File: src/rtl/aud_txq_pkg.sv
package aud_txq_pkg;

  localparam int SMP_W  = 20;
  localparam int CFG_W  = 6;
  localparam int CF_EN  = 0;
  localparam int CF_SL  = 1;
  localparam int CF_SZ  = 3;
  localparam int CF_CP  = 5;

  typedef logic [SMP_W-1:0] smp_t;

  typedef enum logic [1:0] {
    SZ_16 = 2'd0,
    SZ_18 = 2'd1,
    SZ_20 = 2'd2,
    SZ_12 = 2'd3
  } smp_size_e;

  typedef struct packed {
    logic      en;
    logic [1:0] slots;
    smp_size_e size;
    logic      compact;
  } tx_cfg_t;

endpackage

File: src/rtl/aud_txq_ctl.sv
module aud_txq_ctl
  import aud_txq_pkg::*;
(
  input  logic             clk,
  input  logic             rst_n,
  input  logic             cfg_we,
  input  logic [CFG_W-1:0] cfg_wdata,
  output tx_cfg_t          cfg
);

  tx_cfg_t cfg_q, cfg_d;
  smp_size_e sz_in;

  always_comb begin
    sz_in = smp_size_e'(cfg_wdata[CF_SZ +: 2]);
    cfg_d = cfg_q;
    if (cfg_we) begin
      cfg_d.en      = cfg_wdata[CF_EN];
      cfg_d.slots   = cfg_wdata[CF_SL +: 2];
      cfg_d.size    = sz_in;
      // compact packing only exists for the narrow widths
      cfg_d.compact = cfg_wdata[CF_CP] & ((sz_in == SZ_16) | (sz_in == SZ_12));
    end
  end

  always_ff @(posedge clk or negedge rst_n) begin
    if (!rst_n) begin
      cfg_q <= '{en: 1'b0, slots: 2'b00, size: SZ_16, compact: 1'b0};
    end else if (cfg_we) begin
      cfg_q <= cfg_d;
    end
  end

  assign cfg = cfg_q;

endmodule

File: src/rtl/aud_txq_pack.sv
module aud_txq_pack
  import aud_txq_pkg::*;
(
  input  tx_cfg_t     cfg,
  input  logic [31:0] wdata,
  output smp_t        smp0,
  output smp_t        smp1,
  output logic        two
);

  smp_t lane [2];
  smp_t single;

  // one packer lane per 16-bit half of the word
  for (genvar g = 0; g < 2; g++) begin : g_lane
    logic [15:0] half;
    assign half = wdata[16*g +: 16];
    always_comb begin
      if (cfg.size == SZ_12) lane[g] = {half[11:0], 8'h00};
      else                   lane[g] = {half, 4'h0};
    end
  end

  always_comb begin
    unique case (cfg.size)
      SZ_16:   single = {wdata[15:0], 4'h0};
      SZ_18:   single = {wdata[17:0], 2'b00};
      SZ_20:   single = wdata[19:0];
      SZ_12:   single = {wdata[11:0], 8'h00};
      default: single = '0;
    endcase
  end

  assign two  = cfg.compact;
  assign smp0 = cfg.compact ? lane[0] : single;
  assign smp1 = lane[1];

  always_comb begin
    a_two_narrow_r3: assert (!two || cfg.size == SZ_16 || cfg.size == SZ_12)
      else $error("two-sample packing with a wide sample size");
  end

endmodule

File: src/rtl/aud_txq_store.sv
module aud_txq_store
  import aud_txq_pkg::*;
#(
  parameter  int DEPTH = 8,
  localparam int PTR_W = $clog2(DEPTH),
  localparam int LVL_W = PTR_W + 1
)(
  input  logic             clk,
  input  logic             rst_n,
  input  logic             push_req,
  input  logic             push_two,
  input  smp_t             push_d0,
  input  smp_t             push_d1,
  input  logic             pop_en,
  output logic [LVL_W-1:0] level,
  output logic [LVL_W-1:0] level_nxt,
  output smp_t             rd_d0,
  output smp_t             rd_d1
);

  localparam logic [LVL_W:0] DEPTH_X = (LVL_W+1)'(DEPTH);

  smp_t             mem [DEPTH];
  logic [PTR_W-1:0] wr_q, wr_d, rd_q, rd_d;
  logic [LVL_W-1:0] lvl_q, lvl_d;
  logic [LVL_W:0]   lvl_p1, lvl_p2;
  logic             acc;
  logic [LVL_W-1:0] add_n;

  always_comb begin
    lvl_p1 = {1'b0, lvl_q} + (LVL_W+1)'(1);
    lvl_p2 = {1'b0, lvl_q} + (LVL_W+1)'(2);
    // acceptance uses the level before any pair leaving this cycle
    acc    = push_req & (push_two ? (lvl_p2 < DEPTH_X) : (lvl_p1 <= DEPTH_X));
    add_n  = acc ? (push_two ? LVL_W'(2) : LVL_W'(1)) : '0;
    lvl_d  = lvl_q + add_n - (pop_en ? LVL_W'(2) : '0);
    wr_d   = wr_q + (acc ? PTR_W'(add_n) : '0);
    rd_d   = rd_q + (pop_en ? PTR_W'(2) : '0);
  end

  always_ff @(posedge clk or negedge rst_n) begin
    if (!rst_n) begin
      wr_q  <= '0;
      rd_q  <= '0;
      lvl_q <= '0;
    end else begin
      wr_q  <= wr_d;
      rd_q  <= rd_d;
      lvl_q <= lvl_d;
    end
  end

  always_ff @(posedge clk) begin
    if (acc) begin
      mem[wr_q] <= push_d0;
      if (push_two) mem[wr_q + PTR_W'(1)] <= push_d1;
    end
  end

  assign rd_d0     = mem[rd_q];
  assign rd_d1     = mem[rd_q + PTR_W'(1)];
  assign level     = lvl_q;
  assign level_nxt = lvl_d;

  p_no_overflow_r4: assert property (@(posedge clk) disable iff (!rst_n)
    ({1'b0, lvl_q} <= DEPTH_X))
    else $error("fill level above depth");

  p_pop_has_pair_r7: assert property (@(posedge clk) disable iff (!rst_n)
    pop_en |-> (lvl_q >= LVL_W'(2)))
    else $error("pair popped with fewer than two samples");

  p_compact_drop_r5: assert property (@(posedge clk) disable iff (!rst_n)
    (push_req && push_two && !pop_en && (lvl_p2 >= DEPTH_X)) |=> $stable(lvl_q))
    else $error("compact word stored without room");

endmodule

File: src/rtl/aud_txq_drain.sv
module aud_txq_drain #(
  parameter  int DEPTH = 8,
  localparam int LVL_W = $clog2(DEPTH) + 1
)(
  input  logic             clk,
  input  logic             rst_n,
  input  logic             tx_en,
  input  logic [1:0]       slots,
  input  logic [LVL_W-1:0] level,
  input  logic             ready,
  output logic             valid,
  output logic             pop
);

  localparam logic [LVL_W-1:0] HALF = LVL_W'(DEPTH / 2);

  logic gate;
  logic burst_q, burst_d;

  always_comb begin
    gate    = tx_en & (|slots);
    valid   = gate & (level >= LVL_W'(2)) & (burst_q | (level >= HALF));
    pop     = valid & ready;
    // a burst survives only while every offered pair is taken
    burst_d = pop;
  end

  always_ff @(posedge clk or negedge rst_n) begin
    if (!rst_n) burst_q <= 1'b0;
    else        burst_q <= burst_d;
  end

  p_start_at_half_r6: assert property (@(posedge clk) disable iff (!rst_n)
    $rose(valid) |-> (level >= HALF))
    else $error("burst started below half depth");

  p_refusal_ends_r7: assert property (@(posedge clk) disable iff (!rst_n)
    (valid && !ready) |=> (!valid || level >= HALF))
    else $error("burst continued after refusal");

endmodule

File: src/rtl/aud_txq_flags.sv
module aud_txq_flags #(
  parameter  int DEPTH = 8,
  localparam int LVL_W = $clog2(DEPTH) + 1
)(
  input  logic             clk,
  input  logic             rst_n,
  input  logic             wr_evt,
  input  logic             pop_evt,
  input  logic [LVL_W-1:0] level,
  input  logic [LVL_W-1:0] level_nxt,
  output logic             empty,
  output logic             half_empty,
  output logic             full,
  output logic             underrun
);

  localparam logic [LVL_W-1:0] HALF = LVL_W'(DEPTH / 2);
  localparam logic [LVL_W-1:0] FULL = LVL_W'(DEPTH);

  logic e_q, h_q, f_q, u_q;
  logic e_d, h_d, f_d, u_d;

  always_comb begin
    e_d = e_q; h_d = h_q; f_d = f_q; u_d = u_q;
    if (wr_evt) begin
      if (level_nxt != '0) begin
        e_d = 1'b0;
        u_d = 1'b0;
      end
      if (level_nxt >= HALF) h_d = 1'b0;
      if (level_nxt >= FULL) f_d = 1'b1;
    end
    // pair rules come last and win on a shared cycle
    if (pop_evt) begin
      f_d = 1'b0;
      if (level_nxt <= HALF) h_d = 1'b1;
      if (level_nxt == '0) begin
        e_d = 1'b1;
        u_d = 1'b1;
      end
    end
  end

  always_ff @(posedge clk or negedge rst_n) begin
    if (!rst_n) begin
      e_q <= 1'b1;
      h_q <= 1'b1;
      f_q <= 1'b0;
      u_q <= 1'b0;
    end else if (wr_evt | pop_evt) begin
      e_q <= e_d;
      h_q <= h_d;
      f_q <= f_d;
      u_q <= u_d;
    end
  end

  assign empty      = e_q;
  assign half_empty = h_q;
  assign full       = f_q;
  assign underrun   = u_q;

  p_empty_is_zero_r8: assert property (@(posedge clk) disable iff (!rst_n)
    e_q |-> (level == '0))
    else $error("empty flag with stored samples");

  p_full_is_depth_r8: assert property (@(posedge clk) disable iff (!rst_n)
    f_q |-> (level == FULL))
    else $error("full flag below depth");

  p_underrun_empty_r9: assert property (@(posedge clk) disable iff (!rst_n)
    u_q |-> e_q)
    else $error("underrun without empty");

endmodule

File: src/rtl/aud_txq_top.sv
module aud_txq_top
  import aud_txq_pkg::*;
#(
  parameter  int DEPTH = 8,
  localparam int LVL_W = $clog2(DEPTH) + 1
)(
  input  logic             clk,
  input  logic             rst_n,
  input  logic             cfg_we,
  input  logic [5:0]       cfg_wdata,
  input  logic             dat_we,
  input  logic [31:0]      dat_wdata,
  input  logic             pair_ready,
  output logic             pair_valid,
  output logic [19:0]      pair_left,
  output logic [19:0]      pair_right,
  output logic [LVL_W-1:0] fill_level,
  output logic             st_empty,
  output logic             st_half_empty,
  output logic             st_full,
  output logic             st_underrun
);

  if (DEPTH < 8 || (DEPTH & (DEPTH - 1)) != 0) begin : g_bad_depth
    $error("DEPTH must be a power of two of at least 8");
  end

  tx_cfg_t          cfg;
  smp_t             smp0, smp1, rd0, rd1;
  logic             two, pop;
  logic [LVL_W-1:0] lvl, lvl_nxt;

  aud_txq_ctl u_ctl (
    .clk       (clk),
    .rst_n     (rst_n),
    .cfg_we    (cfg_we),
    .cfg_wdata (cfg_wdata),
    .cfg       (cfg)
  );

  aud_txq_pack u_pack (
    .cfg   (cfg),
    .wdata (dat_wdata),
    .smp0  (smp0),
    .smp1  (smp1),
    .two   (two)
  );

  aud_txq_store #(.DEPTH(DEPTH)) u_store (
    .clk       (clk),
    .rst_n     (rst_n),
    .push_req  (dat_we),
    .push_two  (two),
    .push_d0   (smp0),
    .push_d1   (smp1),
    .pop_en    (pop),
    .level     (lvl),
    .level_nxt (lvl_nxt),
    .rd_d0     (rd0),
    .rd_d1     (rd1)
  );

  aud_txq_drain #(.DEPTH(DEPTH)) u_drain (
    .clk   (clk),
    .rst_n (rst_n),
    .tx_en (cfg.en),
    .slots (cfg.slots),
    .level (lvl),
    .ready (pair_ready),
    .valid (pair_valid),
    .pop   (pop)
  );

  aud_txq_flags #(.DEPTH(DEPTH)) u_flags (
    .clk        (clk),
    .rst_n      (rst_n),
    .wr_evt     (dat_we),
    .pop_evt    (pop),
    .level      (lvl),
    .level_nxt  (lvl_nxt),
    .empty      (st_empty),
    .half_empty (st_half_empty),
    .full       (st_full),
    .underrun   (st_underrun)
  );

  assign pair_left  = rd0;
  assign pair_right = rd1;
  assign fill_level = lvl;

endmodule

File: config.mk
export PLATFORM = sky130hd
export DESIGN_NAME = aud_txq_top
export DESIGN_NICKNAME = d
export VERILOG_FILES = /design/src/rtl/aud_txq_pkg.sv /design/src/rtl/aud_txq_ctl.sv /design/src/rtl/aud_txq_pack.sv /design/src/rtl/aud_txq_store.sv /design/src/rtl/aud_txq_drain.sv /design/src/rtl/aud_txq_flags.sv /design/src/rtl/aud_txq_top.sv
export SDC_FILE = /design/constraint.sdc
export NUM_CORES = 1
export LEC_CHECK = 0
export ABC_AREA = 1
export ABC_CLOCK_PERIOD_IN_PS = 6250
export BUFFER_PORTS_ARGS = -buffer_cell sky130_fd_sc_hd__buf_4
export CORE_ASPECT_RATIO = 1.75
export CORE_UTILIZATION = 45
export DETAILED_ROUTE_END_ITERATION = 10
export GPL_ROUTABILITY_DRIVEN = 0
export PLACE_DENSITY = 0.66
export SYNTH_ARGS = -nofsm -noshare
export SYNTH_HDL_FRONTEND = slang
export SYNTH_SLANG_ARGS = --single-unit
File: constraint.sdc
create_clock -name clk -period 6.25 [get_ports clk]
set_clock_uncertainty 0.2 [all_clocks]
set_input_delay 0 -clock clk [delete_from_list [all_inputs] [get_ports clk]]
set_output_delay 0 -clock clk [all_outputs]
set_load 0.1 [all_outputs]
Word-level counts from Yosys, hierarchy flattened
Memory sizes are Yosys's and may differ from the RTL's.
Cells that the tools add are included.
{"block": "word_totals", "register_bits": 21, "latchBits": 0, "mem_bits_rw": 160, "mem_bits_ro": 0, "input_bits": 43, "out_inout_bits": 49, "word_cells": 79, "memories": 1}
{"block": "op_classes", "add_sub_neg": 8, "n_mul": 0, "div_mod_pow": 0, "n_lt_le_gt_ge": 7, "n_eq_ne": 4, "shift": 0, "muxes": 30, "n_bitwise": 9, "n_reduce_logical": 8}
{"name": "u_store.mem", "words": 8, "word_bits": 20, "rd": 2, "rd_clocked_by_memory_dff": 0, "write_ports": 2, "line": "aud_txq_store.sv:23", "source": "smp_t mem [DEPTH];"}
{"cell": "$pmux W20 S4", "count": 1}
{"cell": "$mux W20", "count": 3}
{"cell": "$mux W1", "count": 21}
{"cell": "$ge A4 B3 Y1 const B", "count": 2}
{"cell": "$add A3 B1 Y3 const B", "count": 2}
{"cell": "$add A3 B3 Y3", "count": 2}
{"cell": "$and A1 B1 Y1", "count": 6}
{"cell": "$eq A2 B2 Y1 const B", "count": 3}
{"cell": "$mux W2", "count": 3}
{"cell": "$add A4 B1 Y5 const B", "count": 1}
{"cell": "$add A4 B2 Y5 const B", "count": 1}
{"cell": "$le A5 B4 Y1 const B", "count": 1}
{"cell": "$lt A5 B4 Y1 const B", "count": 1}
{"cell": "$add A4 B4 Y4", "count": 1}
{"cell": "$ge A4 B2 Y1 const B", "count": 1}
{"cell": "$ge A4 B4 Y1 const B", "count": 1}
{"cell": "$le A4 B3 Y1 const B", "count": 1}
{"cell": "$logic_not A2 Y1", "count": 2}
{"cell": "$logic_not A4 Y1", "count": 1}
{"cell": "$mux W4", "count": 1}
{"cell": "$reduce_bool A2 Y1", "count": 2}
{"cell": "$reduce_bool A4 Y1", "count": 1}
{"cell": "$sub A4 B4 Y4", "count": 1}
{"cell": "$mux W3", "count": 1}
{"cell": "other kinds (4)", "count": 6}

Longest topological paths before layout
{"block": "logic_depth", "word_depth": 12, "ltp_mapped": 18, "mapped_depth_nobuf": 17}

Hierarchy
From an unflattened synthesis, not the netlist that was laid out.
{"block": "hier_totals", "cells_unflattened": 1362, "area_unflattened_um2": 11011.8}
{"module": "aud_txq_store", "instances": 1, "cells_each": 1071, "area_per_inst_um2": 9449.1, "seq_area_each_um2": 5029.8}
{"module": "aud_txq_pack", "instances": 1, "cells_each": 225, "area_per_inst_um2": 1059.8, "seq_area_each_um2": 0.0}
{"module": "aud_txq_ctl", "instances": 1, "cells_each": 29, "area_per_inst_um2": 244.0, "seq_area_each_um2": 150.1}
{"module": "aud_txq_flags", "instances": 1, "cells_each": 26, "area_per_inst_um2": 193.9, "seq_area_each_um2": 102.6}
{"module": "aud_txq_drain", "instances": 1, "cells_each": 11, "area_per_inst_um2": 65.1, "seq_area_each_um2": 25.0}

Worst setup path after synthesis
Ideal clock, no wire load.
{"block": "synth_timing", "path_kind": "reg-to-reg", "from": "reg u_store.lvl_q[2] (netlist: u_store.level[2])", "to": "reg u_flags.u_q (netlist: u_flags.underrun)", "setup_ps": 120, "t_arrival_ps": 4377, "required_ps": 5930, "path_slack_ps": 1553, "stages_incl_launch_ff": 14, "path_buffers": 0, "period_less_slack_ps": 4697, "cell_sequence": "dfrtp_1 inv_1 ha_1 a21boi_0 nor2_1 nand2_1 fa_1 ha_1 o21ai_0 nand2_1 xnor2_1 nor2_1 nand3_1 nand2_1"}
{"block": "synth_between", "elab_cells_between_ends": 23, "cone_classes": "4 x add/sub; 4 x order compare; 7 x mux; 6 x bitwise; 2 x reduce/logical"}
{"element": "start, declared", "line": "aud_txq_store.sv:25", "source": "logic [LVL_W-1:0] lvl_q, lvl_d;"}
{"element": "start signal, assigned", "line": "aud_txq_store.sv:49", "source": "lvl_q <= lvl_d;"}
{"element": "$ge A4 B2 Y1 / $ge A4 B3 Y1 (equally long branches)", "line": "aud_txq_drain.sv:22", "source": "valid = gate & (level >= LVL_W'(2)) & (burst_q | (level >= HALF));"}
{"element": "$and A1 B1 Y1 / $or A1 B1 Y1 (equally long branches)", "line": "aud_txq_drain.sv:22"}
{"element": "$and A1 B1 Y1 *", "line": "aud_txq_drain.sv:22"}
{"element": "named net pair_valid", "line": "aud_txq_top.sv:14", "source": "output logic pair_valid,"}
{"element": "$and A1 B1 Y1 *", "line": "aud_txq_drain.sv:23", "source": "pop = valid & ready;"}
{"element": "$mux W2 *", "line": "aud_txq_store.sv:36", "source": "lvl_d = lvl_q + add_n - (pop_en ? LVL_W'(2) : '0);"}
{"element": "$sub A4 B4 Y4 *", "line": "aud_txq_store.sv:36"}
{"element": "named net lvl_nxt[3]", "line": "aud_txq_top.sv:31", "source": "logic [LVL_W-1:0] lvl, lvl_nxt;"}
{"element": "$reduce_bool A4 Y1", "line": "aud_txq_flags.sv:26", "source": "if (level_nxt != '0) begin"}
{"element": "$mux W1", "line": "aud_txq_flags.sv:26"}
{"element": "$mux W1", "line": "aud_txq_flags.sv:25", "source": "if (wr_evt) begin"}
{"element": "$mux W1", "line": "aud_txq_flags.sv:37", "source": "if (level_nxt == '0) begin"}
{"element": "$mux W1 *", "line": "aud_txq_flags.sv:34", "source": "if (pop_evt) begin"}
{"element": "end signal, assigned", "line": "aud_txq_flags.sv:54", "source": "u_q <= u_d;"}
{"element": "end, declared", "line": "aud_txq_flags.sv:20", "source": "logic e_q, h_q, f_q, u_q;"}
Mark *: on every way through the listed nets, which the timed path passes. The rest lies on a longest branch.
A chain may end at the register's enable or synchronous reset.

==> flow_summary.toml <==
[floorplanning]
dieHeight_microns = 201
initial_core_util_pct = 45.9
dieArea_sq_um = 23200
num_rows = 72
ios = 92
coreArea_sq_um = 22100
die_x_microns = 115

[cts]
post_cts_buffers = 0
cts_max_path_buffers = 2
cts_tree = "built"
numCtsBuffers = 17
cts.sinks = 180
ctsResizeCount = 0
clockRootBuffer = "clkbuf_16"
clock_latency_ns = 0.45
htree_levels = 4
cts.clk_slew.worst_paths_ns = 0.07

[pwr]
power_density_nw_per_um2 = 579
total_power_mw = 6.80
cellLeakagePower_nw = 5.57
peakVddDrop_mv = 0.672

[routing]
viasPerCell = 5.52
dr_total_vias = 9517
routed_wl_microns = 32100
ant_nets = 0
firstDrtPassIters = 5
wire_per_inst_microns = 18.6
drc = 0
dr.first_iter.drc_count = 703

[finish]
diodes = 0
most-common-layout-cells = "458 x nand2_1, 153 x nand3_1, 152 x nor2_1"
final_common_cell = "nand2_1"
fin_nets = 1468
area_growth_syn_to_layout_pct = 15.8
drive_gt1_share_pct = 11.6

[timing]
rsz0062_at_grt = "no"
finalSetupViolations = 0
hold_slack_ns = 0.0511
fin_crit_ns = 3.99
max_freq_ghz = 0.251
maxSlewViolCount = 0
final.period_utilization_pct = 63.8
setup_tns_ns = 0
slew_headroom_pct = 21.9
tightest_slew_ns = 1.17
final_hold_viol_count = 0

[run_status]
status = "finished, final reports clean"

[global_route]
grt_max_degree = 89
antenna_found_initial = 0
overflow = 0
grt_pass1_vias = 9088
gr-usage-all-layers_pct = 28.9
grt_pass1_wl_microns = 49500

[worst_setup_path]
worstPathRequired_ns = 6.13
cp-start-kind = "flop"
crit_type = "reg -> reg"
worstPathMaxFanout = 35
ff2ff_setup_slack_ns = 2.26
critPathArrivalTime_ns = 3.87
critPathCaptureType = "flop"

[yosys]
async_flop_share_pct = 11.1
synth_nets = 1400
synth_edf_count = 128
seq_area_frac_synth_pct = 49.2
post_synth.cell_area_avg_sq_um = 7.53
ys.flop_type = "edfxtp_1"
ys_ff_latch = 180
synth_area_sq_um = 10100
ys_warn_count = 0
yosysUniqueCellTypes = 34
synthCells = 1347

[worst_hold_path]
hold_path.class = "in -> reg"

[flow_run]
drv_cap = 0

[placed_design]
portBuffers = 91
hpwl_microns = 22600
==> worst max-delay path, cell delays in order, from the launching register on <==
cell     delay (ns)
dfrtp_1        0.60
inv_4          0.34
nand2_1        0.12
nand2_1        0.10
inv_1          0.05
nor2_1         0.13
nand2_1        0.19
nor2_4         0.63
buf_4          0.43
nand2_1        0.17
nand2_1        0.61
==> power by group <==
group          internal (mW)  switching [mW]  leakage (nW)
registers               1.59           0.135          1.66
logic                  0.816            3.20          3.64
clock network          0.553           0.497         0.265
total                   2.96            3.84          5.57
==> per-layer routing <==
metal | wire length [microns] | up-vias | track usage [%] | share of wire (%)
li1 | - | 4546 | - | -
met1 | 11300 | 4404 | 30.5 | 35
met2 | 16700 | 420 | 51.1 | 52
met3 | 1670 | 147 | 4.17 | 5.2
met4 | 2480 | 0 | 21.4 | 7.7
met5 | 0 | - | 0 | 0
==> registers in the layout, indices dropped and copies added (netlist names) <==
| signal | cells |
|---|---|
| u_ctl.cfg | 6 |
| u_drain.burst_q | 1 |
| u_flags.empty | 1 |
| u_flags.full | 1 |
| u_flags.half_empty | 1 |
| u_flags.underrun | 1 |
| u_store.level | 4 |
| u_store.mem | 160 |
| u_store.rd_q | 2 |
| u_store.wr_q | 3 |
==> what timing repair did <==
| item | CTS | global route |
|---|---|---|
| setup endpoints to repair | 0 | 0 |
| hold buffers | 23 | 0 |
| endpoints found under the hold margin | 41 | 0 |
==> final timing paths <==
check,from,depth (start not counted),to
max,u_ctl.cfg[0],10,u_store.mem[3][12]
min,dat_wdata[19],5,u_store.mem[4][7]
max reg2reg,u_ctl.cfg[0],10,u_store.mem[3][12]
min reg2reg,u_store.rd_q[2],1,u_store.rd_q[2]
max in group asynchronous,rst_n,4,u_store.rd_q[1]
min in group asynchronous,rst_n,3,u_flags.half_empty
==> cells by family (layout without fill, tap and decap cells) <==
kind of cell               after synthesis  after routing  share of synthesized area (%)
and+or+nand+nor                        778            778                           31.3
AOI/OAI and AO/OA                      187            187                           9.83
buffers and inverters                  183            264                           7.49
DFF                                    180            180                           49.2
adders and majority gates               10             10                           1.38
xor gates and xnor gates                 6              6                          0.518
muxes                                    3              3                          0.333
==> area by class of cell <==
| type | count | area (sq um) |
|---|---|---|
| Sequential cell | 180 | 4990 |
| Clock inverter | 14 | 130 |
| Tap cell | 296 | 370 |
| Clock buffer | 18 | 429 |
| Inverter | 106 | 400 |
| Fill cell | 2102 | 10300 |
| Multi-Input combinational cell | 984 | 4420 |
| Timing Repair Buffer | 126 | 1000 |
==> through the flow <==
step / utilization (%) / cell area [sq um] / worst slack (ns) / std cells
3_3_place_gp: 49.6 / 11000 / 2.36 / 1669
2_1_floorplan: - / 10100 / 1.55 / 1347
3_5_place_dp: 49.6 / 11000 / 2.30 / 1669
5_1_grt: 53.2 / 11700 / 1.97 / 1724
4_1_cts: 53.2 / 11700 / 2.27 / 1724
6_report: 53.2 / 11700 / 2.26 / 1724
==> cell usage after synthesis (8+ instances only) <==
library cell	instances	share of area (%)
nand2_1	458	17
nor2_1	154	5.7
nand3_1	153	7.6
edfxtp_1	128	38
o21ai_0	104	5.1
inv_1	94	3.5
clkbuf_1	42	1.6
a21oi_1	34	1.7
o22ai_1	33	2.0
dfxtp_1	32	6.3
buf_2	23	1.1
dfrtp_1	18	4.4
buf_4	11	0.81
inv_2	10	0.37
o21ai_1	9	0.44
ha_1	8	0.99
Note: power is estimated with default switching activity, not from simulation.
